**src/rtl/io_seq_pkg.sv**
```systemverilog
package io_seq_pkg;
  localparam int ADDR_W = 16;
  localparam int DATA_W = 8;
  localparam int HI_W   = ADDR_W - DATA_W;

  localparam logic [DATA_W-1:0] OPC_PORT_OUT = 8'hD3;
  localparam logic [DATA_W-1:0] OPC_PORT_IN  = 8'hDB;

  // Insn length in bytes; the counter steps by this after completion.
  localparam logic [ADDR_W-1:0] INSN_LEN = 16'd2;

  typedef enum logic [3:0] {
    ST_IDLE,
    ST_F1, ST_F2, ST_F3, ST_F4,   // opcode fetch
    ST_P1, ST_P2, ST_P3,          // port-number read
    ST_X1, ST_X2, ST_X3           // I/O transfer
  } seq_state_e;

  function automatic logic opcode_known(input logic [DATA_W-1:0] op);
    return (op == OPC_PORT_OUT) || (op == OPC_PORT_IN);
  endfunction

  function automatic logic opcode_is_input(input logic [DATA_W-1:0] op);
    return op == OPC_PORT_IN;
  endfunction

  function automatic logic [ADDR_W-1:0] addr_offset(input logic [ADDR_W-1:0] base,
                                                    input logic [ADDR_W-1:0] step);
    return base + step;
  endfunction
endpackage

```
**src/rtl/io_seq_fsm.sv**
```systemverilog
module io_seq_fsm
  import io_seq_pkg::*;
(
  input  logic              clk,
  input  logic              rst_n,
  input  logic              start_i,
  input  logic [DATA_W-1:0] opcode_i,
  output seq_state_e        state_o,
  output logic              busy_o,
  output logic              done_o,
  output logic              err_o
);
  seq_state_e st_q, st_d;
  logic       fin_evt;   // last I/O T-state
  logic       bad_evt;   // fetch ended on an unknown opcode

  always_comb begin
    st_d = st_q;
    unique case (st_q)
      ST_IDLE: if (start_i) st_d = ST_F1;
      ST_F1:   st_d = ST_F2;
      ST_F2:   st_d = ST_F3;
      ST_F3:   st_d = ST_F4;
      ST_F4:   st_d = opcode_known(opcode_i) ? ST_P1 : ST_IDLE;
      ST_P1:   st_d = ST_P2;
      ST_P2:   st_d = ST_P3;
      ST_P3:   st_d = ST_X1;
      ST_X1:   st_d = ST_X2;
      ST_X2:   st_d = ST_X3;
      ST_X3:   st_d = ST_IDLE;
      default: st_d = ST_IDLE;
    endcase
  end

  assign fin_evt = (st_q == ST_X3);
  assign bad_evt = (st_q == ST_F4) && !opcode_known(opcode_i);

  always_ff @(posedge clk or negedge rst_n) begin
    if (!rst_n) begin
      st_q   <= ST_IDLE;
      done_o <= 1'b0;
      err_o  <= 1'b0;
    end else begin
      st_q   <= st_d;
      done_o <= fin_evt;
      err_o  <= bad_evt;
    end
  end

  assign state_o = st_q;
  assign busy_o  = (st_q != ST_IDLE);

  // completion marker is a single-cycle pulse
  a_r9_done_pulse: assert property (@(posedge clk) disable iff (!rst_n)
    done_o |=> !done_o);
  // error pulse is single-cycle and never coincides with done
  a_r10_err_pulse: assert property (@(posedge clk) disable iff (!rst_n)
    err_o |=> !err_o);
  a_r10_err_not_done: assert property (@(posedge clk) disable iff (!rst_n)
    !(err_o && done_o));
  // a start seen mid-instruction never restarts the fetch
  a_r11_start_ignored: assert property (@(posedge clk) disable iff (!rst_n)
    (busy_o && st_q != ST_X3 && st_q != ST_F4) |=> st_q != ST_F1);
endmodule

```
**src/rtl/io_seq_regs.sv**
```systemverilog
module io_seq_regs
  import io_seq_pkg::*;
#(
  parameter logic [ADDR_W-1:0] RESET_PC = 16'h2050
) (
  input  logic              clk,
  input  logic              rst_n,
  input  seq_state_e        state_i,
  input  logic [DATA_W-1:0] ad_i,
  input  logic              done_i,
  input  logic              err_i,
  output logic [ADDR_W-1:0] pc_o,
  output logic [DATA_W-1:0] opcode_o,
  output logic [DATA_W-1:0] port_o,
  output logic [DATA_W-1:0] acc_o
);
  logic cap_op, cap_port, cap_acc, pc_step;

  assign cap_op   = (state_i == ST_F3);
  assign cap_port = (state_i == ST_P3);
  assign cap_acc  = (state_i == ST_X3) && opcode_is_input(opcode_o);
  assign pc_step  = (state_i == ST_X3);

  always_ff @(posedge clk or negedge rst_n) begin
    if (!rst_n) begin
      pc_o     <= RESET_PC;
      opcode_o <= '0;
      port_o   <= '0;
      acc_o    <= '0;
    end else begin
      if (cap_op)   opcode_o <= ad_i;
      if (cap_port) port_o   <= ad_i;
      if (cap_acc)  acc_o    <= ad_i;
      if (pc_step)  pc_o     <= addr_offset(pc_o, INSN_LEN);
    end
  end

  // counter has moved past both instruction bytes when done shows
  a_r9_pc_step: assert property (@(posedge clk) disable iff (!rst_n)
    done_i |-> pc_o == $past(pc_o) + INSN_LEN);
  // unsupported opcode leaves counter and accumulator alone
  a_r10_regs_hold: assert property (@(posedge clk) disable iff (!rst_n)
    err_i |-> ($stable(pc_o) && $stable(acc_o)));
endmodule

```
**src/rtl/io_seq_bus.sv**
```systemverilog
module io_seq_bus
  import io_seq_pkg::*;
(
  input  logic              clk,
  input  logic              rst_n,
  input  seq_state_e        state_i,
  input  logic [ADDR_W-1:0] pc_i,
  input  logic [DATA_W-1:0] opcode_i,
  input  logic [DATA_W-1:0] port_i,
  input  logic [DATA_W-1:0] acc_i,
  output logic [HI_W-1:0]   a_hi_o,
  output logic [DATA_W-1:0] ad_o,
  output logic              ad_oe_o,
  output logic              strobe_o,
  output logic              io_sel_o,
  output logic              rd_n_o,
  output logic              wr_n_o
);
  logic [ADDR_W-1:0] arg_addr;
  logic              out_dir;

  assign arg_addr = addr_offset(pc_i, 16'd1);
  assign out_dir  = !opcode_is_input(opcode_i);

  always_comb begin
    a_hi_o   = '0;
    ad_o     = '0;
    ad_oe_o  = 1'b0;
    strobe_o = 1'b0;
    io_sel_o = 1'b0;
    rd_n_o   = 1'b1;
    wr_n_o   = 1'b1;
    unique case (state_i)
      ST_F1: begin
        a_hi_o   = pc_i[ADDR_W-1:DATA_W];
        ad_o     = pc_i[DATA_W-1:0];
        ad_oe_o  = 1'b1;
        strobe_o = 1'b1;
      end
      ST_F2, ST_F3: begin
        a_hi_o = pc_i[ADDR_W-1:DATA_W];
        rd_n_o = 1'b0;
      end
      ST_F4: a_hi_o = pc_i[ADDR_W-1:DATA_W];
      ST_P1: begin
        a_hi_o   = arg_addr[ADDR_W-1:DATA_W];
        ad_o     = arg_addr[DATA_W-1:0];
        ad_oe_o  = 1'b1;
        strobe_o = 1'b1;
      end
      ST_P2, ST_P3: begin
        a_hi_o = arg_addr[ADDR_W-1:DATA_W];
        rd_n_o = 1'b0;
      end
      ST_X1: begin
        a_hi_o   = port_i;
        ad_o     = port_i;
        ad_oe_o  = 1'b1;
        strobe_o = 1'b1;
        io_sel_o = 1'b1;
      end
      ST_X2, ST_X3: begin
        a_hi_o   = port_i;
        io_sel_o = 1'b1;
        if (out_dir) begin
          ad_o    = acc_i;
          ad_oe_o = 1'b1;
          wr_n_o  = 1'b0;
        end else begin
          rd_n_o  = 1'b0;
        end
      end
      default: ;
    endcase
  end

  // read and write strobes are mutually exclusive
  a_r8_no_rd_wr_overlap: assert property (@(posedge clk) disable iff (!rst_n)
    !(!rd_n_o && !wr_n_o));
  // address strobe lasts one cycle
  a_r8_strobe_single: assert property (@(posedge clk) disable iff (!rst_n)
    strobe_o |=> !strobe_o);
  // a write strobe always has data driven in an I/O cycle
  a_r6_write_drives: assert property (@(posedge clk) disable iff (!rst_n)
    !wr_n_o |-> (ad_oe_o && io_sel_o));
  // an I/O cycle begins with the address strobe
  a_r5_io_starts_t1: assert property (@(posedge clk) disable iff (!rst_n)
    $rose(io_sel_o) |-> strobe_o);
endmodule

```
**src/rtl/io_insn_sequencer.sv**
```systemverilog
module io_insn_sequencer
  import io_seq_pkg::*;
#(
  parameter logic [15:0] RESET_PC = 16'h2050
) (
  input  logic        clk,
  input  logic        rst_n,
  input  logic        start,
  input  logic [7:0]  ad_i,
  output logic [7:0]  ad_o,
  output logic        ad_oe,
  output logic [7:0]  a_hi,
  output logic        addr_strobe,
  output logic        io_sel,
  output logic        rd_n,
  output logic        wr_n,
  output logic        busy,
  output logic        done,
  output logic        err,
  output logic [15:0] pc_o,
  output logic [7:0]  acc_o
);
  seq_state_e        state;
  logic [DATA_W-1:0] opcode;
  logic [DATA_W-1:0] port;

  io_seq_fsm u_fsm (
    .clk      (clk),
    .rst_n    (rst_n),
    .start_i  (start),
    .opcode_i (opcode),
    .state_o  (state),
    .busy_o   (busy),
    .done_o   (done),
    .err_o    (err)
  );

  io_seq_regs #(.RESET_PC(RESET_PC)) u_regs (
    .clk      (clk),
    .rst_n    (rst_n),
    .state_i  (state),
    .ad_i     (ad_i),
    .done_i   (done),
    .err_i    (err),
    .pc_o     (pc_o),
    .opcode_o (opcode),
    .port_o   (port),
    .acc_o    (acc_o)
  );

  io_seq_bus u_bus (
    .clk      (clk),
    .rst_n    (rst_n),
    .state_i  (state),
    .pc_i     (pc_o),
    .opcode_i (opcode),
    .port_i   (port),
    .acc_i    (acc_o),
    .a_hi_o   (a_hi),
    .ad_o     (ad_o),
    .ad_oe_o  (ad_oe),
    .strobe_o (addr_strobe),
    .io_sel_o (io_sel),
    .rd_n_o   (rd_n),
    .wr_n_o   (wr_n)
  );
endmodule

```
**config.mk**
```make
export PLATFORM = sky130hd
export DESIGN_NAME = io_insn_sequencer
export DESIGN_NICKNAME = d
export VERILOG_FILES = /design/src/rtl/io_seq_pkg.sv /design/src/rtl/io_seq_fsm.sv /design/src/rtl/io_seq_regs.sv /design/src/rtl/io_seq_bus.sv /design/src/rtl/io_insn_sequencer.sv
export SDC_FILE = /design/constraint.sdc
export NUM_CORES = 1
export LEC_CHECK = 0
export BUFFER_PORTS_ARGS = -buffer_cell sky130_fd_sc_hd__buf_2
export CORE_ASPECT_RATIO = 1.4
export CORE_MARGIN = 1
export CORE_UTILIZATION = 52
export CTS_CLUSTER_SIZE = 24
export DETAILED_ROUTE_END_ITERATION = 10
export HOLD_SLACK_MARGIN = 0.1
export PLACE_DENSITY_LB_ADDON = 0.08
export SLEW_MARGIN = 15
export SYNTH_ARGS = -nofsm -noshare
export SYNTH_HDL_FRONTEND = slang
export SYNTH_SLANG_ARGS = --single-unit
```
**constraint.sdc**
```tcl
create_clock -name clk -period 2.1 [get_ports clk]
set_input_delay 0.315 -clock clk [delete_from_list [all_inputs] [get_ports clk]]
set_output_delay 0.315 -clock clk [all_outputs]
set_load 0.01 [all_outputs]
```
==> run summary, run 1 <==
The number of global-route vias before repair came out at 1756. dfrtp_1 is the most common cell in the netlist. Die extent in x: 57.6 um. Setup violations remaining at the end of the flow were counted as 7. The top cell type by area accounts for 46.7% of the synthesized area. The worst setup path is launched from a flop. Hold timing on the final database bottoms out at a slack of 259 ps. Wires add up to 5.21 mm. The number of clock buffers added by TritonCTS is 5. The mapped netlist covers 2250 sq um. The critical path contains buffers and inverters numbering 2 combined.

The Yosys step of the flow raised 0 warnings. For the final count of pins violating max slew, the log shows 0. Relative to the synthesized area, the layout overhead comes to 24.4%. By count the netlist is led by dfrtp_1, mux2_2, nand2_1. Data on the critical path is required at its endpoint by 1780 ps. Number of synthesized flops with an enable pin: 0. The tools report the distinct cell type count after synthesis as 37. In this run the tool buffered the top-level ports with 57 buffer cells. After detailed routing, the number of vias per cell comes to 5.80. In the post-synthesis netlist, the biggest area contributors are dfrtp_1, mux2_2, nand2_1. Once layout is done, the placed cells without fillers occupy 2800 sq um.

The H-tree was split into 2 levels. Among all flip-flop cells after synthesis, the most frequent one is dfrtp_1. Max-cap violations in this run came to 0.

Final hold violation count: 0. After global routing the overflow that remains totals 0. The signal on the critical path passes through nand4b_1 -> nor4_4 -> nor3_4 -> buf_6 -> o2bb2ai_1 -> buf_2. Measured on the finished design, the core utilization comes to 69.6%. Classification of the worst setup path: reg -> out. The number of top-level pins was 59. For the initial core utilization, the log shows 55.9%. Timing would allow up to 471 MHz. The floorplan has 27 rows.

At the pin with the least slew margin, the transition time is 493 ps. The buffer depth of the longest clock path is 2, and the instance count along the most critical hold path is 3. After clock tree synthesis, the clock-pin slew on the worst setup and hold paths is 80 ps. Summing the sequential cell areas from Yosys gives 50.3% of the chip area. The run gives 292 as the net count reported at finish. The reported leakage power is 1.32 nW, and the post-placement cell area is 2620 sq um. The cell chosen for the clock root is clkbuf_8. The logs give 1872 for the via count of the routed design and 3.90 mm for the HPWL reported at the end of detailed placement. The detail route stage leaves a number of antenna-violating nets equal to 0. The run finished, with violations left. Worst ir drop on vdd: 0.000714 V. The number of antenna diodes in the final layout is 0. The total die area was 4590 sq um; the die height was 79.8 um.

The slowest stage of the critical path is the dfrtp_1 cell. The flop and latch count out of synthesis is 45, and the average wire length per cell after detail routing is 16.1 um. The pre-CTS worst setup slack was 242 ps; the total track usage was 24.8%. The final critical path time including I/O delays and setup was 2120 ps; the worst slew margin relative to its limit was 66.2%.

Entering global routing, the biggest net connects 28 pins. Portion of the clock cycle consumed by the worst path in the final layout: 101%. After technology mapping, the gate count stands at 212.

The clock net sink count is 45, and the maximum cell stage delay along the critical path is 390 ps. For the arrival time at the worst endpoint, the log shows 1810 ps. The largest fanout of any net on the critical path was 7. The min-delay analysis places its worst path in the category in -> reg. The logs give 0 for the number of antenna violations at the first check in global routing and 332 for the count of filler cells inserted in the layout.

Of the cells placed in the final design, the portion with a size suffix greater than 1 is 41.8%. Grouping stages by cell kind, the critical path spends the most delay in simple AND/OR/NAND/NOR gates. After detailed routing, the number of remaining DRC violations is 4. The standard cell core area came out at 4020 sq um. Setup repair after global routing could not meet its margin everywhere. The clock arrives with 5.23 ps of skew.

Async set-reset flop share out of synthesis: 100%. In this run the number of cells on the critical path is 6. The pre-antenna-repair detailed-routing pass consisted of 7 iterations. The top cell type by total area after synthesis is dfrtp_1. The checks that failed: DRC, setup timing. The run gives 224 as the post-synthesis net count.

Each instance of the synthesized netlist takes up on average 10.6 sq um. At the end of routability-driven placement, the weighted congestion stood at 0.837. TritonCTS built the clock tree.

The clock latency on the worst-skew pair is 290 ps, and the total power is 3.05 mW. The first global-routing pass estimated 8.60 mm of wire. For the setup slack after layout, the log shows -21.0 ps.

STA classifies the critical path endpoint as a primary output. The initial DRC count is 88, and the power per cell area is 1090 nW/um^2. The depth of the worst register-to-register path came out at 5.
worst reg2reg max path: cells and delay by family, from the launching register on:
kind,cells,cell delay (ps)
flops,1,390
mux,1,370
simple gates,3,870
buf+inv,1,170
cell usage in the layout, fill, tap and decap left out, drive strengths merged:
cell / synthesis / final
o2bb2ai: 8 / 8
a21oi: 2 / 2
dlygate4sd3: 0 / 1
a221oi: 1 / 1
dfstp: 3 / 3
clkbuf: 8 / 6
nor2: 13 / 13
conb: 1 / 1
inv: 6 / 6
xnor2: 9 / 9
o21ai: 12 / 12
clkinvlp: 0 / 1
or4: 1 / 1
o21bai: 1 / 1
nand4: 3 / 3
a22oi: 9 / 9
a31o: 1 / 1
nand2b: 1 / 1
and3: 2 / 2
nor2b: 2 / 2
mux2: 23 / 23
nand3: 15 / 15
nor3: 7 / 7
ha: 1 / 1
nor4: 2 / 2
xor2: 6 / 6
nand2: 23 / 23
buf: 4 / 72
nor4b: 1 / 1
a2111oi: 1 / 1
nand4bb: 1 / 1
nand4b: 1 / 1
or2: 2 / 2
dfrtp: 42 / 42
cells by family after synthesis:
group                    share of synthesized area (%)
multiplexers                                      11.5
adder cells (fa/ha/maj)                          0.556
flip-flops                                        50.3
XOR/XNOR                                          5.84
other                                            0.167
buffers and inverters                             3.95
AND/OR/NAND/NOR                                   17.0
AO/OA/AOI/OAI                                     10.7
metal layers:
layer / up-vias / part of all wire, % / GRT usage, %
met2: 58 / 52 / 43.1
met3: 4 / 4.7 / 5.19
met5: - / 0 / 0
met4: 0 / 0.81 / 5.85
met1: 926 / 43 / 31.1
li1: 884 / - / -
state kept, by name (all words and copies together) (netlist names):
signal	flops
u_regs.pc_o	15
u_regs.acc_o	8
u_regs.opcode_o	8
u_regs.port_o	8
u_fsm.state_o	4
u_fsm.done_o	1
u_fsm.err_o	1
layout make-up:
type / instances / area [sq um] / share of cell area (%)
clock buffers: 6 / 82.6 / 2.95
clock inverters: 1 / 7.51 / 0.268
inverters: 6 / 22.5 / 0.805
multi-input cells: 149 / 1080 / 38.6
flip-flops and latches: 45 / 1130 / 40.4
well taps: 43 / 53.8 / 1.92
repair buffers: 73 / 422 / 15.1
worst paths after layout:
path	from	to	slack [ps]
min in group asynchronous	rst_n	u_regs.pc_o[5]$_DFFE_PN0N_	430
max in group asynchronous	rst_n	u_regs.pc_o[13]$_DFFE_PN1N_	1100
min	ad_i[3]	u_regs.opcode_o[3]$_DFFE_PN0P_	260
max reg2reg	u_regs.opcode_o[5]$_DFFE_PN0P_	u_regs.acc_o[5]$_DFFE_PN0P_	200
min reg2reg	u_regs.pc_o[15]$_DFFE_PN0N_	u_regs.pc_o[15]$_DFFE_PN0N_	510
max	u_regs.opcode_o[5]$_DFFE_PN0P_	ad_o[7]	-20
metrics by stage:
stage / instances / setup TNS (ps)
floorplan: 212 / 0
global placement: 313 / 0
detailed placement: 313 / 0
CTS: 321 / 0
global route: 323 / -648
finish: 323 / -113
power by group:
part	internal, mW	switching [mW]	total (mW)
clock	0.260	0.283	0.544
combinational	0.557	0.661	1.22
sequential	1.09	0.193	1.28
what timing repair did:
| action | 4_1_cts | 5_1_grt |
|---|---|---|
| hold endpoints to repair | 9 | 0 |
| pin swaps | 0 | 3 |
| setup buffers | 0 | 2 |
| hold buffers | 1 | 0 |
| gates resized for setup | 3 | 10 |
| setup endpoints to repair | 9 | 16 |
No activity file was read; power rests on OpenSTA's default activity.
==> inputs of run 2 (changes only) <==
--- a/config.mk
+++ b/config.mk
@@ -6,13 +6,14 @@
 export NUM_CORES = 1
 export LEC_CHECK = 0
 export BUFFER_PORTS_ARGS = -buffer_cell sky130_fd_sc_hd__buf_2
-export CORE_ASPECT_RATIO = 1.4
+export CORE_ASPECT_RATIO = 2
 export CORE_MARGIN = 1
-export CORE_UTILIZATION = 52
+export CORE_UTILIZATION = 56
 export CTS_CLUSTER_SIZE = 24
 export DETAILED_ROUTE_END_ITERATION = 10
 export HOLD_SLACK_MARGIN = 0.1
 export PLACE_DENSITY_LB_ADDON = 0.08
+export RECOVER_POWER = 50
 export SLEW_MARGIN = 15
 export SYNTH_ARGS = -nofsm -noshare
 export SYNTH_HDL_FRONTEND = slang
==> constraint.sdc (replaced) <==
create_clock -name clk -period 2.5 [get_ports clk]
set_input_delay 0.375 -clock clk [delete_from_list [all_inputs] [get_ports clk]]
set_output_delay 0.375 -clock clk [all_outputs]
set_load 0.01 [all_outputs]
==> run 2 against run 1 <==
Net effect:
- the flow now finishes without violations
- flip-flop and latch count stayed put
- cell count grew 0.93%
- sequential power decreased by 13%
- worst hold slack improved by 54 ps
- largest cell class unchanged
- routed wire length rose by 4.3%
- clock skew grew 4.0 ps
- design area decreased by 3.7%
- clock power increased by 18%
- non-clock buffer count decreased by 6
- sequential share of layout area increased by 1.6 points
- critical path depth is 1 lower
==> run summary, run 2 (same netlist as run 1, synthesis figures left out) <==
The flow ran to the end, and the final reports show no timing, DRC or antenna violations. The number of vias per cell after detailed routing was 5.75 (was 5.80); the clock net sink count was 45 (unchanged). For the sequential standard cell area, the log shows 1130 sq um (about the same). The number of H-tree branching levels was 2 (unchanged); the worst slew margin relative to its limit was 7.02% (was 66.2%). The run gives 0.000646 V (was 0.000714 V) as the worst ir drop on vdd. The sum of routed wire length over all layers came out at 5.44 mm (was 5.21 mm). The flip-flop count of the largest register, all copies and words added was 15 (unchanged).

The most common cell after layout, fill and taps aside is dfrtp_1 (was buf_2). The tools report the total track usage as 28.3% (was 24.8%). The tools report the number of antenna cells inserted as 0 (unchanged).

The logs give 42.5% (was 42.1%) for the register share of total power and 340 (was 332) for the count of filler cells inserted in the layout. The run gives 26 (was 28) as the maximum number of pins on one net before global-route repair. Setup repair after global routing left no endpoint under its margin. The number of input and output port buffers inserted came out at 57 (unchanged). The path category of the worst min-delay check is in -> reg (unchanged).

The cell chosen for the clock root is clkbuf_8 (unchanged). The type of element launching the critical path is a flop (unchanged). For the net count reported at finish, the log shows 286 (was 292). The weighted congestion at the end of routability-driven global placement was 0.821 (was 0.837); the CTS buffer count was 5 (unchanged). The die height was 91.6 um (was 79.8 um); the multi-input logic area was 1010 sq um (was 1080 sq um).

The number of setup violations in the final report came out at 0 (was 7). Startpoint of the lowest-slack hold path: ad_i[3] (unchanged). The slew of the pin with the lowest slew margin was 1390 ps (was 493 ps). The logs give 1.22 nW (was 1.32 nW) for the reported leakage power and 24.5% (was 17.9%) for the part of the power in the clock network.

HPWL reported at the end of detailed placement: 4.11 mm (was 3.90 mm). The nature of the critical path endpoint was a primary output (unchanged). The logs give 33.0% (was 40.0%) for the combinational group share of total power and 70.1% (was 69.6%) for the final core utilization. The number of top-level pins is 59 (unchanged), and the post-route antenna net violation count is 0 (unchanged).

The global-route wire length before repair is 8.59 mm (was 8.60 mm). The overflow left after global routing was 0 (unchanged); the share of post-route cells with drive strength above 1 was 30.5% (was 41.8%). The run gives 0 (unchanged) as the number of antenna violations at the first check in global routing. The via count of the routed design is 1876 (was 1872), and the initial core utilization is 58.5% (was 55.9%).

The DRC violation count after routing came out at 0 (was 4). The average wire length per cell after detail routing is 16.7 um (was 16.1 um), and the row count is 32 (was 27). The area added between synthesis and finish works out to 19.8% (was 24.4%). For the required time reported for the critical path endpoint, the log shows 2120 ps (was 1780 ps). The largest fanout of any net on the critical path came out at 5 (was 7). The tools report the worst clock skew on the final layout as 9.21 ps (was 5.23 ps). The final hold violation count was 0 (unchanged). The total negative slack was 0 ps (was -113 ps); the standard cell core area was 3840 sq um (was 4020 sq um).

For the number of buffers added for setup after CTS, the log shows 0 (unchanged). For the total internal power, the log shows 1.70 mW (was 1.91 mW). The portion of the clock cycle consumed by the worst path in the final layout is 96.1%, and the clock-pin transition on the worst setup and hold timing paths is 80 ps (about the same). TritonCTS built the clock tree. The power per cell area was 976 nW/um^2 (was 1090 nW/um^2).

The logs give 4290 sq um (was 4590 sq um) for the total die area and 300 ps (was 290 ps) for the clock latency on the worst-skew pair. For this run, the top clock speed supported by timing is 416 MHz. The logs give 1803 (was 1756) for the number of global-route vias before repair and 2 (unchanged) for the buffer depth of the longest clock path. The reported max-cap violation count is 0 (unchanged). The tools report the arrival time at the worst endpoint as 2030 ps (was 1810 ps). The launch point of the worst path was u_regs.opcode_o[5]$_DFFE_PN0P_ (unchanged). The first-pass detailed-route iteration total is 5 (was 7). Largest register by flop count: u_regs.pc_o (unchanged). Most frequent cells in the layout: dfrtp_1, buf_2, nand2_1, mux2_2, clkbuf_1 (was buf_2, dfrtp_1, mux2_2).

The run gives 0 (unchanged) as the final count of pins violating max slew. The classification of the worst setup path was reg -> out (unchanged). Switching part of the total power: 35.2% (was 37.4%).

The switching power is 927 uW (was 1.14 mW). The die extent in x works out to 46.8 um (was 57.6 um). The tools report the worst reg2reg path startpoint as u_fsm.state_o[0]$_DFFE_PN0P_ (was u_regs.opcode_o[5]$_DFFE_PN0P_). Counting I/O delays and the setup requirement, the final critical path takes 2400 ps. The tools report the initial DRC count as 63 (was 88).
run 2: cell types whose count changed in the layout (fill, tap and decap cells not counted), moves of 2 or more:
cell       previous run  this run
clkbuf_1              0        21
buf_2                56        39
buf_4                13         6
buf_6                 3         0
bufinv_16             0         2
o2bb2ai_1             6         8
o2bb2ai_2             2         0
run 2: stage by stage:
stage	hold slack, ps	worst slack (ps)	power (mW)	std cells	cell area, sq um
after detailed placement	364	411	2.02	317	2600
after CTS	312	90.3	2.67	326	2740
final	313	98.6	2.63	326	2690
after global placement	361	399	2.00	317	2600
after floorplan	79.4	643	1.70	212	2250
after global routing	322	20.8	2.78	326	2690
run 2: critical path, stage by stage, from the launching register on:
cell      delay (ps)
dfrtp_1          380
nand4b_1         220
nor4_1           450
nor3_1           200
or2_2            340
buf_2            140
run 2: power by group through the flow:
stage	clock [mW]	combinational, mW	sequential, mW
floorplan	0	0.656	1.04
global placement	0	0.879	1.13
detailed placement	0	0.891	1.13
CTS	0.655	0.897	1.11
global route	0.687	0.957	1.14
finish	0.644	0.869	1.12
run 2: area by class of cell:
class                      count  area share [%]
clock inverter                 3            2.42
timing repair buffer          67            12.2
clock buffer                   5            2.55
multi-input combinational    149            37.6
inverter                       6           0.836
sequential                    45            42.0
tap                           51            2.37
run 2: timing repair:
item | CTS | global route
hold buffers | 1 | 0
resized for setup | 0 | 1
setup endpoints to repair | 0 | 1
endpoints found under the hold margin | 42 | 0
run 2: metal layers:
metal | up-vias | GRT usage (%) | part of all wire, % | wire (um)
li1 | 872 | - | - | -
met1 | 908 | 32.0 | 36 | 1970
met2 | 77 | 47.1 | 55 | 2980
met3 | 19 | 4.33 | 4.8 | 263
met4 | 0 | 16.2 | 4.2 | 227
met5 | - | 0 | 0 | 0
run 2: worst paths after layout:
path,endpoint,slack (ps),depth (start not counted)
worst max-delay path,rd_n,100,5
worst min register to register,u_regs.pc_o[15]$_DFFE_PN0N_,510,1
min in group asynchronous,u_regs.pc_o[8]$_DFFE_PN0N_,880,3
worst max register to register,u_regs.acc_o[4]$_DFFE_PN0P_,480,4
max in group asynchronous,u_fsm.state_o[0]$_DFFE_PN0P_,570,3
worst min-delay path,u_regs.opcode_o[3]$_DFFE_PN0P_,310,3
